$ cat config.mk
export PLATFORM = sky130hd
export DESIGN_NAME = lcd_port_ctrl
export DESIGN_NICKNAME = d
export VERILOG_FILES = /design/src/rtl/lcd_port_pkg.sv /design/src/rtl/lcd_phase_len.sv /design/src/rtl/lcd_port_regs.sv /design/src/rtl/lcd_xfer_seq.sv /design/src/rtl/lcd_port_ctrl.sv
export SDC_FILE = /design/constraint.sdc
export NUM_CORES = 1
export LEC_CHECK = 0
export BUFFER_PORTS_ARGS = -buffer_cell sky130_fd_sc_hd__buf_2
export CELL_PAD_IN_SITES_DETAIL_PLACEMENT = 1
export CELL_PAD_IN_SITES_GLOBAL_PLACEMENT = 2
export CORE_ASPECT_RATIO = 1.4
export CORE_MARGIN = 8
export CORE_UTILIZATION = 35
export DETAILED_ROUTE_END_ITERATION = 8
export PLACE_DENSITY_LB_ADDON = 0.15
export SLEW_MARGIN = 40
export SYNTH_ARGS = -nofsm -noshare
export SYNTH_HDL_FRONTEND = slang
export SYNTH_SLANG_ARGS = --single-unit
$ cat constraint.sdc
create_clock -name clk -period 2.58 [get_ports clk]
set_clock_uncertainty 0.1 [all_clocks]
set_input_delay 0.387 -clock clk [delete_from_list [all_inputs] [get_ports clk]]
set_output_delay 0.387 -clock clk [all_outputs]
set_load 0.01 [all_outputs]
$ cat src/rtl/lcd_port_pkg.sv
`timescale 1ns/1ps
package lcd_port_pkg;
    localparam int DATA_W    = 8;
    localparam int NIB_W     = DATA_W / 2;
    localparam int ACT_W     = 8;
    localparam int GAP_W     = 8;
    localparam int SU_W      = 4;
    localparam int HOLD_W    = 4;
    localparam int GAP_SHIFT = 5;
    localparam int CNT_W     = GAP_W + GAP_SHIFT;
    localparam int REG_W     = 32;
    localparam int CMD_BIT   = 15;
    localparam int RS_BIT    = 8;

    localparam logic [1:0] ADDR_CFG = 2'd0;
    localparam logic [1:0] ADDR_WR  = 2'd1;
    localparam logic [1:0] ADDR_RD  = 2'd2;

    typedef enum logic [2:0] {
        PH_IDLE, PH_SETUP, PH_ACTIVE, PH_HOLD, PH_GAP
    } phase_e;

    typedef struct packed {
        logic [ACT_W-1:0]  act;
        logic [GAP_W-1:0]  gap;
        logic [SU_W-1:0]   su;
        logic [HOLD_W-1:0] hold;
        logic              dma_en;
        logic              wide;
        logic              pol;
    } cfg_t;

    typedef struct packed {
        cfg_t              cfg;
        logic              wr_go;
        logic              wr_rs;
        logic [DATA_W-1:0] wr_data;
        logic              rd_go;
        logic              rd_rs;
        logic [DATA_W-1:0] rd_data;
    } regs_t;

    typedef struct packed {
        phase_e            phase;
        logic [CNT_W-1:0]  cnt;
        logic              nib;
        logic              rd;
        logic              rs;
        logic              wide;
        logic [DATA_W-1:0] data;
        logic [DATA_W-1:0] cap;
    } seq_t;
endpackage

$ cat src/rtl/lcd_phase_len.sv
`timescale 1ns/1ps
module lcd_phase_len
    import lcd_port_pkg::*;
(
    input  phase_e           ph,
    input  cfg_t             cfg,
    output logic [CNT_W-1:0] len_m1
);
    // Each field encodes (length - 1) after scaling; the scale is a shift, so
    // the low bits are all ones.
    always_comb begin
        case (ph)
            PH_SETUP:  len_m1 = CNT_W'(cfg.su);
            PH_ACTIVE: len_m1 = CNT_W'({cfg.act, 1'b1});
            PH_HOLD:   len_m1 = CNT_W'(cfg.hold);
            PH_GAP:    len_m1 = CNT_W'({cfg.gap, {GAP_SHIFT{1'b1}}});
            default:   len_m1 = '0;
        endcase
    end
endmodule

$ cat src/rtl/lcd_port_regs.sv
`timescale 1ns/1ps
module lcd_port_regs
    import lcd_port_pkg::*;
(
    input  logic              clk,
    input  logic              rst_n,
    input  logic              reg_we,
    input  logic [1:0]        reg_addr,
    input  logic [REG_W-1:0]  reg_wdata,
    output logic [REG_W-1:0]  reg_rdata,
    input  logic              done,
    input  logic [DATA_W-1:0] cap,
    output cfg_t              cfg,
    output logic              busy,
    output logic              wr_pend,
    output logic              start,
    output logic              start_rd,
    output logic              start_rs,
    output logic [DATA_W-1:0] start_data,
    output logic [RS_BIT:0]   wr_word
);
    regs_t q, d;
    logic  cmd_addr;

    assign busy       = q.wr_go | q.rd_go;
    assign wr_pend    = q.wr_go;
    assign cfg        = q.cfg;
    assign cmd_addr   = (reg_addr == ADDR_WR) || (reg_addr == ADDR_RD);
    assign start      = reg_we && !busy && cmd_addr && reg_wdata[CMD_BIT];
    assign start_rd   = (reg_addr == ADDR_RD);
    assign start_rs   = reg_wdata[RS_BIT];
    assign start_data = reg_wdata[DATA_W-1:0];
    assign wr_word    = {q.wr_rs, q.wr_data};

    always_comb begin
        d = q;
        if (done) begin
            if (q.rd_go) d.rd_data = cap;
            d.wr_go = 1'b0;
            d.rd_go = 1'b0;
        end
        if (reg_we) begin
            case (reg_addr)
                ADDR_CFG: begin
                    d.cfg.act    = reg_wdata[31:24];
                    d.cfg.gap    = reg_wdata[23:16];
                    d.cfg.su     = reg_wdata[15:12];
                    d.cfg.hold   = reg_wdata[11:8];
                    d.cfg.dma_en = reg_wdata[2];
                    d.cfg.wide   = reg_wdata[1];
                    d.cfg.pol    = reg_wdata[0];
                end
                ADDR_WR: if (!busy) begin
                    d.wr_go   = reg_wdata[CMD_BIT];
                    d.wr_rs   = reg_wdata[RS_BIT];
                    d.wr_data = reg_wdata[DATA_W-1:0];
                end
                ADDR_RD: if (!busy) begin
                    d.rd_go = reg_wdata[CMD_BIT];
                    d.rd_rs = reg_wdata[RS_BIT];
                end
                default: ;
            endcase
        end
    end

    always_comb begin
        case (reg_addr)
            ADDR_CFG: reg_rdata = {q.cfg.act, q.cfg.gap, q.cfg.su, q.cfg.hold,
                                   5'b0, q.cfg.dma_en, q.cfg.wide, q.cfg.pol};
            ADDR_WR:  reg_rdata = {16'b0, q.wr_go, 6'b0, q.wr_rs, q.wr_data};
            ADDR_RD:  reg_rdata = {16'b0, q.rd_go, 6'b0, q.rd_rs, q.rd_data};
            default:  reg_rdata = '0;
        endcase
    end

    always_ff @(posedge clk or negedge rst_n) begin
        if (!rst_n) begin
            q          <= '0;
            q.cfg.act  <= '1;
            q.cfg.gap  <= '1;
            q.cfg.su   <= '1;
            q.cfg.hold <= '1;
        end else begin
            q <= d;
        end
    end
endmodule

$ cat src/rtl/lcd_xfer_seq.sv
`timescale 1ns/1ps
module lcd_xfer_seq
    import lcd_port_pkg::*;
(
    input  logic              clk,
    input  logic              rst_n,
    input  cfg_t              cfg,
    input  logic              start,
    input  logic              start_rd,
    input  logic              start_rs,
    input  logic [DATA_W-1:0] start_data,
    input  logic [DATA_W-1:0] lcd_d_in,
    output logic              done,
    output logic [DATA_W-1:0] cap,
    output logic              lcd_en,
    output logic              lcd_rs,
    output logic              lcd_rw,
    output logic              lcd_d_oe,
    output logic [DATA_W-1:0] lcd_d_out
);
    seq_t             q, d;
    phase_e           tgt;
    logic [CNT_W-1:0] tgt_len;
    logic             last_cyc;
    logic             last_xfer;
    logic             active;
    logic             running;
    logic [NIB_W-1:0] nib_sel;

    always_comb begin
        case (q.phase)
            PH_SETUP:  tgt = PH_ACTIVE;
            PH_ACTIVE: tgt = PH_HOLD;
            PH_HOLD:   tgt = PH_GAP;
            default:   tgt = PH_SETUP;
        endcase
    end

    lcd_phase_len u_len (
        .ph     (tgt),
        .cfg    (cfg),
        .len_m1 (tgt_len)
    );

    assign last_cyc  = (q.cnt == '0);
    assign last_xfer = q.wide | q.nib;
    assign running   = (q.phase != PH_IDLE);
    assign active    = (q.phase == PH_ACTIVE);

    always_comb begin
        d    = q;
        done = 1'b0;
        if (q.phase == PH_IDLE) begin
            if (start) begin
                d.phase = PH_SETUP;
                d.cnt   = tgt_len;
                d.nib   = 1'b0;
                d.rd    = start_rd;
                d.rs    = start_rs;
                d.wide  = cfg.wide;
                d.data  = start_data;
                d.cap   = '0;
            end
        end else if (!last_cyc) begin
            d.cnt = q.cnt - 1'b1;
        end else begin
            d.cnt = tgt_len;
            case (q.phase)
                PH_SETUP: d.phase = PH_ACTIVE;
                PH_ACTIVE: begin
                    d.phase = PH_HOLD;
                    if (q.rd) begin
                        if (q.wide)      d.cap = lcd_d_in;
                        else if (!q.nib) d.cap[DATA_W-1:NIB_W] = lcd_d_in[DATA_W-1:NIB_W];
                        else             d.cap[NIB_W-1:0] = lcd_d_in[DATA_W-1:NIB_W];
                    end
                end
                PH_HOLD: d.phase = PH_GAP;
                default: begin
                    if (last_xfer) begin
                        d.phase = PH_IDLE;
                        done    = 1'b1;
                    end else begin
                        d.phase = PH_SETUP;
                        d.nib   = 1'b1;
                    end
                end
            endcase
        end
    end

    assign nib_sel   = q.nib ? q.data[NIB_W-1:0] : q.data[DATA_W-1:NIB_W];
    assign cap       = q.cap;
    assign lcd_en    = active ? cfg.pol : ~cfg.pol;
    assign lcd_rs    = running & q.rs;
    assign lcd_rw    = running & q.rd;
    assign lcd_d_oe  = running & ~q.rd;

    always_comb begin
        if (!running || q.rd) lcd_d_out = '0;
        else if (q.wide)      lcd_d_out = q.data;
        else                  lcd_d_out = {nib_sel, {NIB_W{1'b0}}};
    end

    always_ff @(posedge clk or negedge rst_n) begin
        if (!rst_n) q <= '0;
        else        q <= d;
    end
endmodule

$ cat src/rtl/lcd_port_ctrl.sv
`timescale 1ns/1ps
module lcd_port_ctrl
    import lcd_port_pkg::*;
(
    input  logic        clk,
    input  logic        rst_n,
    input  logic        reg_we,
    input  logic [1:0]  reg_addr,
    input  logic [31:0] reg_wdata,
    output logic [31:0] reg_rdata,
    output logic        dma_req,
    output logic        lcd_en,
    output logic        lcd_rs,
    output logic        lcd_rw,
    output logic [7:0]  lcd_d_out,
    output logic        lcd_d_oe,
    input  logic [7:0]  lcd_d_in
);
    cfg_t              cfg;
    logic              busy;
    logic              wr_pend;
    logic              start;
    logic              start_rd;
    logic              start_rs;
    logic [DATA_W-1:0] start_data;
    logic              done;
    logic [DATA_W-1:0] cap;
    logic [RS_BIT:0]   wr_word;
    logic              cfg_pol;
    logic              cfg_wide;

    lcd_port_regs u_regs (
        .clk        (clk),
        .rst_n      (rst_n),
        .reg_we     (reg_we),
        .reg_addr   (reg_addr),
        .reg_wdata  (reg_wdata),
        .reg_rdata  (reg_rdata),
        .done       (done),
        .cap        (cap),
        .cfg        (cfg),
        .busy       (busy),
        .wr_pend    (wr_pend),
        .start      (start),
        .start_rd   (start_rd),
        .start_rs   (start_rs),
        .start_data (start_data),
        .wr_word    (wr_word)
    );

    lcd_xfer_seq u_seq (
        .clk        (clk),
        .rst_n      (rst_n),
        .cfg        (cfg),
        .start      (start),
        .start_rd   (start_rd),
        .start_rs   (start_rs),
        .start_data (start_data),
        .lcd_d_in   (lcd_d_in),
        .done       (done),
        .cap        (cap),
        .lcd_en     (lcd_en),
        .lcd_rs     (lcd_rs),
        .lcd_rw     (lcd_rw),
        .lcd_d_oe   (lcd_d_oe),
        .lcd_d_out  (lcd_d_out)
    );

    assign cfg_pol  = cfg.pol;
    assign cfg_wide = cfg.wide;
    assign dma_req  = cfg.dma_en & ~wr_pend;
endmodule

==> results.rst, run 1 <==
.. list-table::
   :header-rows: 1

   * - Metric
     - Value
   * - Number of antenna violations at the first check in global routing
     - 0
   * - Count of distinct cell types in the synthesized netlist
     - roughly 60
   * - Placed inst area
     - ~5300 um^2
   * - Number of instances in the synthesized netlist
     - approximately 460
   * - Classification of the worst setup path
     - reg2reg
   * - FILL cells
     - roughly 1500
   * - Cell at the root of the clock tree
     - clkbuf_16
   * - Initial Utilization
     - a little over a third
   * - Final GP Congestion
     - about 0.85
   * - Worst setup SP type
     - flip-flop
   * - Worst rel slew slack
     - about 60%
   * - Vertical die dimension
     - between 150 and 200 um
   * - Area leader, netlist
     - dfrtp_1
   * - Final worst-path cycle share
     - a little over nine tenths
   * - Kind of path behind the tightest hold check
     - in2reg
   * - Max capacitance violation total
     - 0
   * - Status
     - completed
   * - Post-Synthesis Cell Area
     - 4580 um^2
   * - Post-DP HPWL
     - about 11000 um
   * - Maximum number of buffers from clock root to sink
     - 2
   * - Inserted Clock Buffers
     - 9
   * - Floorplan row count
     - 49
   * - Data required time at the worst endpoint
     - between 2 and 3 ns
   * - Number of diodes added for antenna fixing
     - 0
   * - Floorplan core area
     - 12800 um^2
   * - Die span in x
     - about 110 um
   * - RSZ-0062 raised after global routing
     - false
   * - Yosys warns
     - 0
   * - Power density over the cells
     - around 840 nW/um^2
   * - Final net count
     - around 600
   * - Post-layout minimum cycle time
     - ~2.5 ns
   * - Number of remaining DRC errors
     - 0
   * - Via total after detailed routing
     - ~4000
   * - Multi-input logic area
     - 2290 um^2
   * - Skew-Pair Late Insertion Delay
     - 0.34 ns
   * - Router iterations before antenna repair
     - 4
   * - Reported leakage power
     - 2.67 nW
   * - Share of final-layout standard cells stronger than drive strength 1
     - between 30% and 40%
   * - Critical path fanouts, max
     - 7
   * - Number of global-route vias before repair
     - about 4400
   * - PnR Total Power
     - approximately 4.7 mW
   * - Number of synthesized register bits
     - just over 80
   * - Largest net degree at the start of global routing
     - 35
   * - Clock-pin slew on the worst setup and hold paths
     - around 0.07 ns
   * - F_max
     - 408 MHz
   * - Number of DRC violations after detailed-routing iteration 0
     - about 180
   * - Async S/R FF share, synth
     - 100%
   * - Design area
     - between 5000 and 6000 um^2
   * - Post-synthesis net count
     - just over 500
   * - P&R area growth vs syn
     - 22.6%
   * - Max Slew Vio Count
     - 0
   * - Aggregate negative setup slack
     - 0 ns
   * - Total number of H-tree levels
     - 3
   * - Type of destination of the critical path
     - flip-flop
   * - Overflow after GRT
     - 0
   * - PortBufs
     - a little under 90
   * - Most used flip-flop cell after synthesis
     - dfrtp_1
   * - Smallest hold slack
     - between 0.15 and 0.2 ns
   * - Die outline area
     - around 17000 um^2
   * - TritonCTS clock tree
     - yes
   * - Final WL
     - around 15000 um
   * - Cell types occupying the most area after synthesis
     - dfrtp_1 32%, dfstp_2 14%, mux2_2 12%
   * - Total count of hold-check failures in the final report
     - 0
   * - Worst supply voltage drop on vdd
     - between 0.3 and 0.4 mV
   * - Syn avg cell area
     - between 10 and 15 um^2
   * - Setup WS pre-CTS
     - ~0.13 ns
   * - Detailed-route vias per instance
     - between 5 and 6
   * - Number of top-level design ports
     - 90
   * - Post-route ant nets
     - 0
   * - Setup ws final
     - 0.127 ns
   * - Register cell area after layout
     - approximately 2100 um^2
   * - Post-synth EDFFs
     - 0
   * - Top cells by instance count after synthesis
     - 59 x dfrtp_1, 58 x nand2_1, 49 x mux2_2
   * - Worst slew pin tran
     - around 0.57 ns
   * - Share of synthesized area occupied by flip-flops and latches
     - a little under half
   * - Wire length of the first global-routing pass
     - between 20000 and 25000 um
   * - Most common cell in the netlist
     - dfrtp_1
   * - Setup-violating endpoint count in the final report
     - 0
   * - Number of clock sinks seen by CTS
     - 83
   * - Yosys top cell area share
     - between 30 and 40%
   * - WL per Instance
     - between 20 and 25 um
   * - Data arrival at the endpoint of the critical path
     - 2.54 ns
   * - Global routing usage summed across all routing layers
     - 17.8%
## final timing paths
check                                        start                    endpoint  slack (ns)  cells past startpoint
min in group asynchronous                    rst_n      u_seq.q[9]$_DFFE_PN0P_        0.46                      2
min reg2reg                u_seq.q[17]$_DFFE_PN0P_     u_seq.q[17]$_DFFE_PN0P_        0.38                      2
max in group asynchronous                    rst_n  u_regs.cfg[18]$_DFFE_PN1P_        1.23                      3
min                                  reg_wdata[17]  u_regs.cfg[12]$_DFFE_PN1P_        0.18                      2
max reg2reg                u_seq.q[20]$_DFFE_PN0P_    u_seq.cap[6]$_DFFE_PN0P_        0.13                      6
max                        u_seq.q[20]$_DFFE_PN0P_    u_seq.cap[6]$_DFFE_PN0P_        0.13                      6
## placed cells by master (no fill, tap or decap), drive strengths merged, types with 9 or more instances in the layout
cell type	count
buf	113
dfrtp	59
nand2	58
mux2	49
nor2	28
dfstp	24
and2	23
nand3	16
a21oi	15
nand4	14
inv	13
clkbuf	10
o211ai	9
## layout make-up
class	count	area share [%]
tap	153	3.41
clock inverter	6	1.16
multi-input combinational	329	40.9
inverter	13	0.870
timing repair buffer	114	11.8
sequential	83	37.6
clock buffer	10	4.26
## metal layers
metal  up-vias  GRT usage, %  routed length [um]
met3        16          2.79                 531
met5         -             0                   0
li1       1858             -                   -
met4         0          5.96                 206
met1      2005          19.0                5630
met2        94          34.5                8340
## logic make-up (layout without fill, tap and decap cells)
group | Yosys count | count (layout) | share of synthesized area (%)
mux | 55 | 55 | 13.4
simple gates | 187 | 187 | 21.9
compound gates | 80 | 80 | 12.8
fa+ha+maj | 6 | 6 | 1.64
buf+inv | 44 | 143 | 4.02
flops | 83 | 83 | 46.0
xor+xnor | 1 | 1 | 0.191
## where the power goes
group | switching [mW] | leakage (nW) | total, mW | internal [mW]
registers | 0.320 | 0.961 | 2.01 | 1.69
logic | 0.757 | 1.56 | 1.39 | 0.636
clock network | 0.535 | 0.148 | 1.31 | 0.776
## registers in the layout, summed over array words and instances (netlist names)
signal and cells:
u_regs.cfg 27, u_regs.wr_word 9, u_regs.wr_pend 1, u_seq.cap 8
u_regs.q 10, u_seq.q 28
## critical path, cell delays in order (launching register included)
cell	delay (ns)
dfrtp_1	0.43
inv_1	0.10
ha_1	0.16
or4b_4	0.52
or4_4	0.59
o311ai_1	0.27
o211ai_1	0.14
## through the flow
step,cells,util (%)
floorplan,456,-
global placement,690,41.2
detailed placement,690,41.2
CTS,707,43.6
global route,708,43.8
finish,708,43.8
## what timing repair did
item / in CTS / in global routing
hold buffers: 1 / 0
resized for setup: 0 / 2
endpoints found under the setup margin: 0 / 6
hold endpoints to repair: 29 / 0
setup buffers: 0 / 1
Note: power is estimated with default switching activity, not from simulation.
==> inputs of run 2 (changes only) <==
--- a/config.mk
+++ b/config.mk
@@ -8,10 +8,10 @@
 export BUFFER_PORTS_ARGS = -buffer_cell sky130_fd_sc_hd__buf_2
 export CELL_PAD_IN_SITES_DETAIL_PLACEMENT = 1
 export CELL_PAD_IN_SITES_GLOBAL_PLACEMENT = 2
-export CORE_ASPECT_RATIO = 1.4
 export CORE_MARGIN = 8
 export CORE_UTILIZATION = 35
 export DETAILED_ROUTE_END_ITERATION = 8
+export MAX_ROUTING_LAYER = met4
 export PLACE_DENSITY_LB_ADDON = 0.15
 export SLEW_MARGIN = 40
 export SYNTH_ARGS = -nofsm -noshare
==> results.rst, run 2 (synthesis results as in run 1) <==
.. list-table::
   :header-rows: 1

   * - Metric
     - Value
   * - Initial Utilization
     - 36.1% (was 35.7%)
   * - Share of power burned in the clock network
     - 28.3% (was 27.8%)
   * - Final core utilization
     - 44.6% (was 43.8%)
   * - Number of DRC violations after detailed-routing iteration 0
     - 297 (was 179)
   * - Number of top-level design ports
     - 90 (unchanged)
   * - Detailed-route vias per instance
     - 5.45 (was 5.61)
   * - Die span in x
     - 130 um (was 113 um)
   * - Clock-pin slew on the worst setup and hold paths
     - 0.06 ns (was 0.07 ns)
   * - Classification of the worst setup path
     - reg2reg (unchanged)
   * - Cells on worst reg2reg path
     - 6 (unchanged)
   * - P&R area growth vs syn
     - 23.4% (was 22.6%)
   * - Setup WS pre-CTS
     - 0.0876 ns (was 0.126 ns)
   * - Switch Pwr
     - 1.62 mW (was 1.61 mW)
   * - Critical path fanouts, max
     - 8 (was 7)
   * - Top Registers
     - u_seq.q (28), u_regs.cfg (27), u_regs.q (10) (unchanged)
   * - Number of clock sinks seen by CTS
     - 83 (unchanged)
   * - Final worst-path cycle share
     - 96.5% (was 95.1%)
   * - Register bank with the most flops
     - u_seq.q (unchanged)
   * - Setup-violating endpoint count in the final report
     - 0 (unchanged)
   * - Largest net degree at the start of global routing
     - 45 (was 35)
   * - Kind of path behind the tightest hold check
     - in2reg (unchanged)
   * - Final WL
     - 14400 um (was 14700 um)
   * - Worst slew pin tran
     - 0.850 ns (was 0.572 ns)
   * - Worst r2r src
     - u_seq.q[20]$_DFFE_PN0P_ (unchanged)
   * - F_max
     - 402 MHz (was 408 MHz)
   * - Sw frac
     - 34.1% (was 34.2%)
   * - Floorplan row count
     - 41 (was 49)
   * - Final non-filler cell total
     - 727 (was 708)
   * - PnR Total Power
     - 4.75 mW (was 4.72 mW)
   * - Worst setup SP type
     - flip-flop (unchanged)
   * - Max Slew Vio Count
     - 0 (unchanged)
   * - Commonest non-fill, non-tap cells in the layout
     - 88 x buf_2, 58 x nand2_1, 58 x dfrtp_1, 49 x mux2_2, 28 x nor2_1 (was 88 x buf_2, 59 x dfrtp_1, 58 x nand2_1, 49 x mux2_2, 28 x nor2_1)
   * - Router iterations before antenna repair
     - 4 (unchanged)
   * - Status
     - completed (unchanged)
   * - Most frequent standard cell in the layout excluding fill and tap cells
     - buf_2 (unchanged)
   * - Cell at the root of the clock tree
     - clkbuf_16 (unchanged)
   * - Worst setup endpoint
     - u_seq.cap[4]$_DFFE_PN0P_ (was u_seq.cap[6]$_DFFE_PN0P_)
   * - Setup ws final
     - 0.0914 ns (was 0.127 ns)
   * - Floorplan core area
     - 12700 um^2 (was 12800 um^2)
   * - Type of destination of the critical path
     - flip-flop (unchanged)
   * - Int Power
     - 3.13 mW (was 3.11 mW)
   * - Reported leakage power
     - 2.69 nW (was 2.67 nW)
   * - Die outline area
     - 17000 um^2 (about the same)
   * - Final GP Congestion
     - 0.813 (was 0.852)
   * - Via total after detailed routing
     - 3965 (was 3973)
   * - WL per Instance
     - 19.7 um (was 20.8 um)
   * - Power density over the cells
     - 840 nW/um^2 (was 841 nW/um^2)
   * - Register-to-register path setup slack
     - 0.09 ns (was 0.13 ns)
   * - Worst rel slew slack
     - 42.8% (was 61.5%)
   * - Worst setup path startpoint
     - u_seq.q[20]$_DFFE_PN0P_ (unchanged)
   * - Data arrival at the endpoint of the critical path
     - 2.60 ns (was 2.54 ns)
   * - Number of diodes added for antenna fixing
     - 0 (unchanged)
   * - Wire length of the first global-routing pass
     - 23200 um (was 23800 um)
   * - PortBufs
     - 89 (unchanged)
   * - Post-DP HPWL
     - 10800 um (was 11300 um)
   * - Inserted Clock Buffers
     - 9 (unchanged)
   * - Worst supply voltage drop on vdd
     - 0.303 mV (was 0.337 mV)
   * - Data required time at the worst endpoint
     - 2.69 ns (was 2.67 ns)
   * - Aggregate negative setup slack
     - 0 ns (unchanged)
   * - Overflow after GRT
     - 0 (unchanged)
   * - Post-route ant nets
     - 0 (unchanged)
   * - Number of remaining DRC errors
     - 0 (unchanged)
   * - Number of global-route vias before repair
     - 4303 (was 4385)
   * - Post-layout minimum cycle time
     - 2.49 ns (was 2.45 ns)
   * - Relative contribution of sequential cells to total power
     - 43.0% (was 42.7%)
   * - Total number of H-tree levels
     - 3 (unchanged)
   * - Largest register FFs
     - 28 (unchanged)
   * - Global routing usage summed across all routing layers
     - 18.1% (was 17.8%)
   * - Skew-Pair Late Insertion Delay
     - 0.35 ns (was 0.34 ns)
   * - Crit Reg-Reg Endpoint
     - u_seq.cap[4]$_DFFE_PN0P_ (was u_seq.cap[6]$_DFFE_PN0P_)
   * - Vertical die dimension
     - 130 um (was 151 um)
   * - Combinational share of power
     - 28.7% (was 29.5%)
   * - Share of final-layout standard cells stronger than drive strength 1
     - 38.9% (was 38.7%)
   * - # placed instances
     - 710 (was 690)
   * - Number of antenna violations at the first check in global routing
     - 0 (unchanged)
   * - Final net count
     - 601 (unchanged)
   * - HP Start
     - reg_wdata[3] (was reg_wdata[17])
   * - Maximum number of buffers from clock root to sink
     - 2 (unchanged)
   * - Max capacitance violation total
     - 0 (unchanged)
   * - TritonCTS clock tree
     - yes (unchanged)
   * - Total count of hold-check failures in the final report
     - 0 (unchanged)
run 2: critical path, stage by stage, from the launching register on:
cell and delay [ns]:
dfrtp_2 0.44, inv_1 0.10, ha_1 0.18, or4b_4 0.54
or4_4 0.61, o311ai_2 0.26, o211ai_1 0.13
run 2: per-stage QoR:
step	instance area, um^2	hold WS (ns)
floorplan	4580	-0.00859
global placement	5310	0.313
detailed placement	5310	0.311
CTS	5620	0.143
global route	5650	0.163
finish	5650	0.159
run 2: how the worst min path moves through the flow:
stage                                     end  depth (start not counted)
finish                u_seq.q[11]$_DFFE_PN0P_                          3
global route        u_regs.cfg[6]$_DFFE_PN1P_                          2
CTS                   u_seq.q[11]$_DFFE_PN0P_                          3
detailed placement    u_seq.q[34]$_DFFE_PN0P_                          1
global placement      u_seq.q[34]$_DFFE_PN0P_                          1
floorplan           u_regs.cfg[0]$_DFFE_PN0P_                          0
run 2: area by class of cell:
class                   count  area [um^2]
fillers                  1488         7020
multi-input cells         329         2310
flip-flops and latches     83         2110
repair buffers            114          663
clock buffers              12          256
well taps                 172          215
inverters                  13         48.8
clock inverters             4         47.5
run 2: metal layers:
metal  GRT usage [%]  part of all wire, %  vias up
li1                -                    -     1857
met2            25.8                   45       94
met3            3.10                  3.9       18
met1            25.3                   50     1996
met4            6.62                  1.5        0
met5               -                    0        -
run 2: timing repair:
| action | 4_1_cts | 5_1_grt |
|---|---|---|
| setup endpoints to repair | 0 | 3 |
| hold buffers | 1 | 0 |
| setup buffers | 0 | 0 |
| endpoints found under the hold margin | 15 | 0 |
| gates resized for setup | 0 | 4 |
run 2: power groups by stage:
stage / sequential, mW / combinational, mW / clock [mW]
2_1_floorplan: 1.89 / 1.01 / 0
3_3_place_gp: 2.04 / 1.33 / 0
3_5_place_dp: 2.06 / 1.37 / 0
4_1_cts: 2.04 / 1.38 / 1.37
5_1_grt: 2.10 / 1.53 / 1.42
6_report: 2.04 / 1.36 / 1.34
==> inputs of run 3 (changes only) <==
==> constraint.sdc (replaced) <==
create_clock -name clk -period 2.58 [get_ports clk]
set_clock_uncertainty 0.1 [all_clocks]
set_input_delay 0.258 -clock clk [delete_from_list [all_inputs] [get_ports clk]]
set_output_delay 0.258 -clock clk [all_outputs]
set_load 0.01 [all_outputs]
==> results.rst, run 3 (synthesis results as in run 1) <==
.. list-table::
   :header-rows: 1

   * - Metric
     - Value
   * - PnR Total Power
     - 4.72 mW (was 4.75 mW)
   * - Power density over the cells
     - 840 nW/um^2 (about the same)
   * - Commonest non-fill, non-tap cells in the layout
     - 88 x buf_2, 58 x nand2_1, 58 x dfrtp_1, 49 x mux2_2, 28 x nor2_1 (unchanged)
   * - Switch Pwr
     - 1.65 mW (was 1.62 mW)
   * - Overflow after GRT
     - 0 (unchanged)
   * - Number of DRC violations after detailed-routing iteration 0
     - 275 (was 297)
   * - Total count of hold-check failures in the final report
     - 0 (unchanged)
   * - Data required time at the worst endpoint
     - 2.70 ns (was 2.69 ns)
   * - Setup ws final
     - 0.0819 ns (was 0.0914 ns)
   * - PortBufs
     - 89 (unchanged)
   * - Worst setup SP type
     - flip-flop (unchanged)
   * - Via total after detailed routing
     - 3936 (was 3965)
   * - Most frequent standard cell in the layout excluding fill and tap cells
     - buf_2 (unchanged)
   * - WL per Instance
     - 20.0 um (was 19.7 um)
   * - TritonCTS clock tree
     - yes (unchanged)
   * - Data arrival at the endpoint of the critical path
     - 2.62 ns (was 2.60 ns)
   * - Setup-violating endpoint count in the final report
     - 0 (unchanged)
   * - Clock-pin slew on the worst setup and hold paths
     - 0.07 ns (was 0.06 ns)
   * - Worst supply voltage drop on vdd
     - 0.400 mV (was 0.303 mV)
   * - FILL cells
     - 1483 (was 1488)
   * - Worst setup path startpoint
     - u_seq.q[20]$_DFFE_PN0P_ (unchanged)
   * - Classification of the worst setup path
     - reg2reg (unchanged)
   * - Crit-path slowest cell
     - or4_4 (unchanged)
   * - Final worst-path cycle share
     - 96.8% (was 96.5%)
   * - Worst r2r src
     - u_seq.q[20]$_DFFE_PN0P_ (unchanged)
   * - Floorplan core area
     - 12700 um^2 (unchanged)
   * - Global routing usage summed across all routing layers
     - 18.6% (was 18.1%)
   * - Cell-by-cell listing of the critical path
     - inv_1 -> ha_1 -> or4b_4 -> or4_4 -> o311ai_2 -> o211ai_1 (unchanged)
   * - Cells on worst reg2reg path
     - 6 (unchanged)
   * - Inserted Clock Buffers
     - 9 (unchanged)
   * - Total number of H-tree levels
     - 3 (unchanged)
   * - Post-layout minimum cycle time
     - 2.50 ns (was 2.49 ns)
   * - Wire length of the first global-routing pass
     - 23700 um (was 23200 um)
   * - Share of power burned in the clock network
     - 28.2% (was 28.3%)
   * - Combinational share of power
     - 28.0% (was 28.7%)
   * - Smallest hold slack
     - 0.0197 ns (was 0.159 ns)
   * - Aggregate negative setup slack
     - 0 ns (unchanged)
   * - F_max
     - 400 MHz (was 402 MHz)
   * - Floorplan row count
     - 41 (unchanged)
   * - Largest net degree at the start of global routing
     - 54 (was 45)
   * - Worst setup endpoint
     - u_seq.cap[4]$_DFFE_PN0P_ (unchanged)
   * - Crit Reg-Reg Endpoint
     - u_seq.cap[4]$_DFFE_PN0P_ (unchanged)
   * - Maximum number of buffers from clock root to sink
     - 2 (unchanged)
   * - Delay of the slowest critical-path stage
     - 0.61 ns (about the same)
   * - Final WL
     - 14500 um (was 14400 um)
   * - Initial Utilization
     - 36.1% (unchanged)
   * - Relative contribution of sequential cells to total power
     - 43.8% (was 43.0%)
   * - Sw frac
     - 34.8% (was 34.1%)
   * - Number of clock sinks seen by CTS
     - 83 (unchanged)
   * - Final net count
     - 599 (was 601)
   * - Final core utilization
     - 44.4% (was 44.6%)
   * - Register-to-register path setup slack
     - 0.08 ns (was 0.09 ns)
   * - Status
     - completed (unchanged)
   * - Vertical die dimension
     - 130 um (unchanged)
   * - Register bank with the most flops
     - u_seq.q (unchanged)
   * - Max Slew Vio Count
     - 0 (unchanged)
   * - Top Registers
     - u_seq.q (28), u_regs.cfg (27), u_regs.q (10) (unchanged)
   * - Post-route ant nets
     - 0 (unchanged)
   * - Number of global-route vias before repair
     - 4338 (was 4303)
   * - Number of remaining DRC errors
     - 0 (unchanged)
   * - Largest register FFs
     - 28 (unchanged)
   * - Int Power
     - 3.08 mW (was 3.13 mW)
   * - Router iterations before antenna repair
     - 4 (unchanged)
   * - Critical path fanouts, max
     - 8 (unchanged)
   * - Die span in x
     - 130 um (unchanged)
   * - P&R area growth vs syn
     - 22.9% (was 23.4%)
   * - Type of destination of the critical path
     - flip-flop (unchanged)
   * - Number of top-level design ports
     - 90 (unchanged)
   * - Share of final-layout standard cells stronger than drive strength 1
     - 38.9% (about the same)
   * - Max capacitance violation total
     - 0 (unchanged)
   * - Die outline area
     - 17000 um^2 (unchanged)
   * - Worst slew pin tran
     - 0.708 ns (was 0.850 ns)
   * - Skew-Pair Late Insertion Delay
     - 0.35 ns (about the same)
   * - Setup WS pre-CTS
     - 0.0957 ns (was 0.0876 ns)
   * - Cell at the root of the clock tree
     - clkbuf_16 (unchanged)
   * - Number of diodes added for antenna fixing
     - 0 (unchanged)
   * - Final GP Congestion
     - 0.808 (was 0.813)
   * - Worst rel slew slack
     - 52.4% (was 42.8%)
   * - Post-DP HPWL
     - 10900 um (was 10800 um)
   * - Reported leakage power
     - 2.67 nW (was 2.69 nW)
   * - Number of antenna violations at the first check in global routing
     - 0 (unchanged)
   * - Detailed-route vias per instance
     - 5.43 (was 5.45)
   * - Kind of path behind the tightest hold check
     - in2reg (unchanged)
run 3: power groups by stage:
stage | sequential, mW | clock (mW) | combinational, mW
2_1_floorplan | 1.89 | 0 | 1.01
3_3_place_gp | 2.06 | 0 | 1.30
3_5_place_dp | 2.09 | 0 | 1.32
4_1_cts | 2.06 | 1.36 | 1.33
5_1_grt | 2.13 | 1.40 | 1.49
6_report | 2.07 | 1.33 | 1.32
run 3: metal layers:
metal  global-route usage (%)  wire length [um]
met5                        -                 0
met4                     6.01               248
met3                     3.10               456
met2                     27.4              6470
met1                     25.5              7330
run 3: how the worst min path moves through the flow:
stage	from	to	slack (ns)	depth (start not counted)
after floorplan	rst_n	u_regs.cfg[0]$_DFFE_PN0P_	-0.14	0
after global placement	rst_n	u_seq.q[34]$_DFFE_PN0P_	0.14	1
after detailed placement	rst_n	u_seq.q[34]$_DFFE_PN0P_	0.14	1
after CTS	reg_wdata[3]	u_seq.q[11]$_DFFE_PN0P_	0.01	3
after global routing	reg_wdata[5]	u_seq.q[13]$_DFFE_PN0P_	0.03	3
final	reg_wdata[7]	u_seq.q[15]$_DFFE_PN0P_	0.02	3
run 3: timing repair:
item,CTS,global route
setup endpoints to repair,0,6
hold buffers,1,0
setup buffers,0,0
gates resized for setup,0,5
hold endpoints to repair,15,0
run 3: area by class of cell:
| class | count | area (um^2) | area share, % |
|---|---|---|---|
| clock buffers | 10 | 239 | 4.25 |
| clock inverters | 6 | 65.1 | 1.16 |
| inverters | 13 | 48.8 | 0.868 |
| multi-input cells | 329 | 2310 | 41.1 |
| flip-flops and latches | 83 | 2110 | 37.5 |
| well taps | 172 | 215 | 3.83 |
| repair buffers | 112 | 636 | 11.3 |
run 3: through the flow:
step | cell area, um^2 | std cells
after floorplan | 4580 | 456
after global placement | 5280 | 708
after detailed placement | 5280 | 708
after CTS | 5600 | 725
after global routing | 5620 | 725
final | 5620 | 725
run 3: worst max-delay path: cells and delay by family (launching register included):
family,cells,cell delay (ns)
flops,1,0.44
fa+ha+maj,1,0.15
compound gates,2,0.42
simple gates,2,1.14
buf+inv,1,0.09
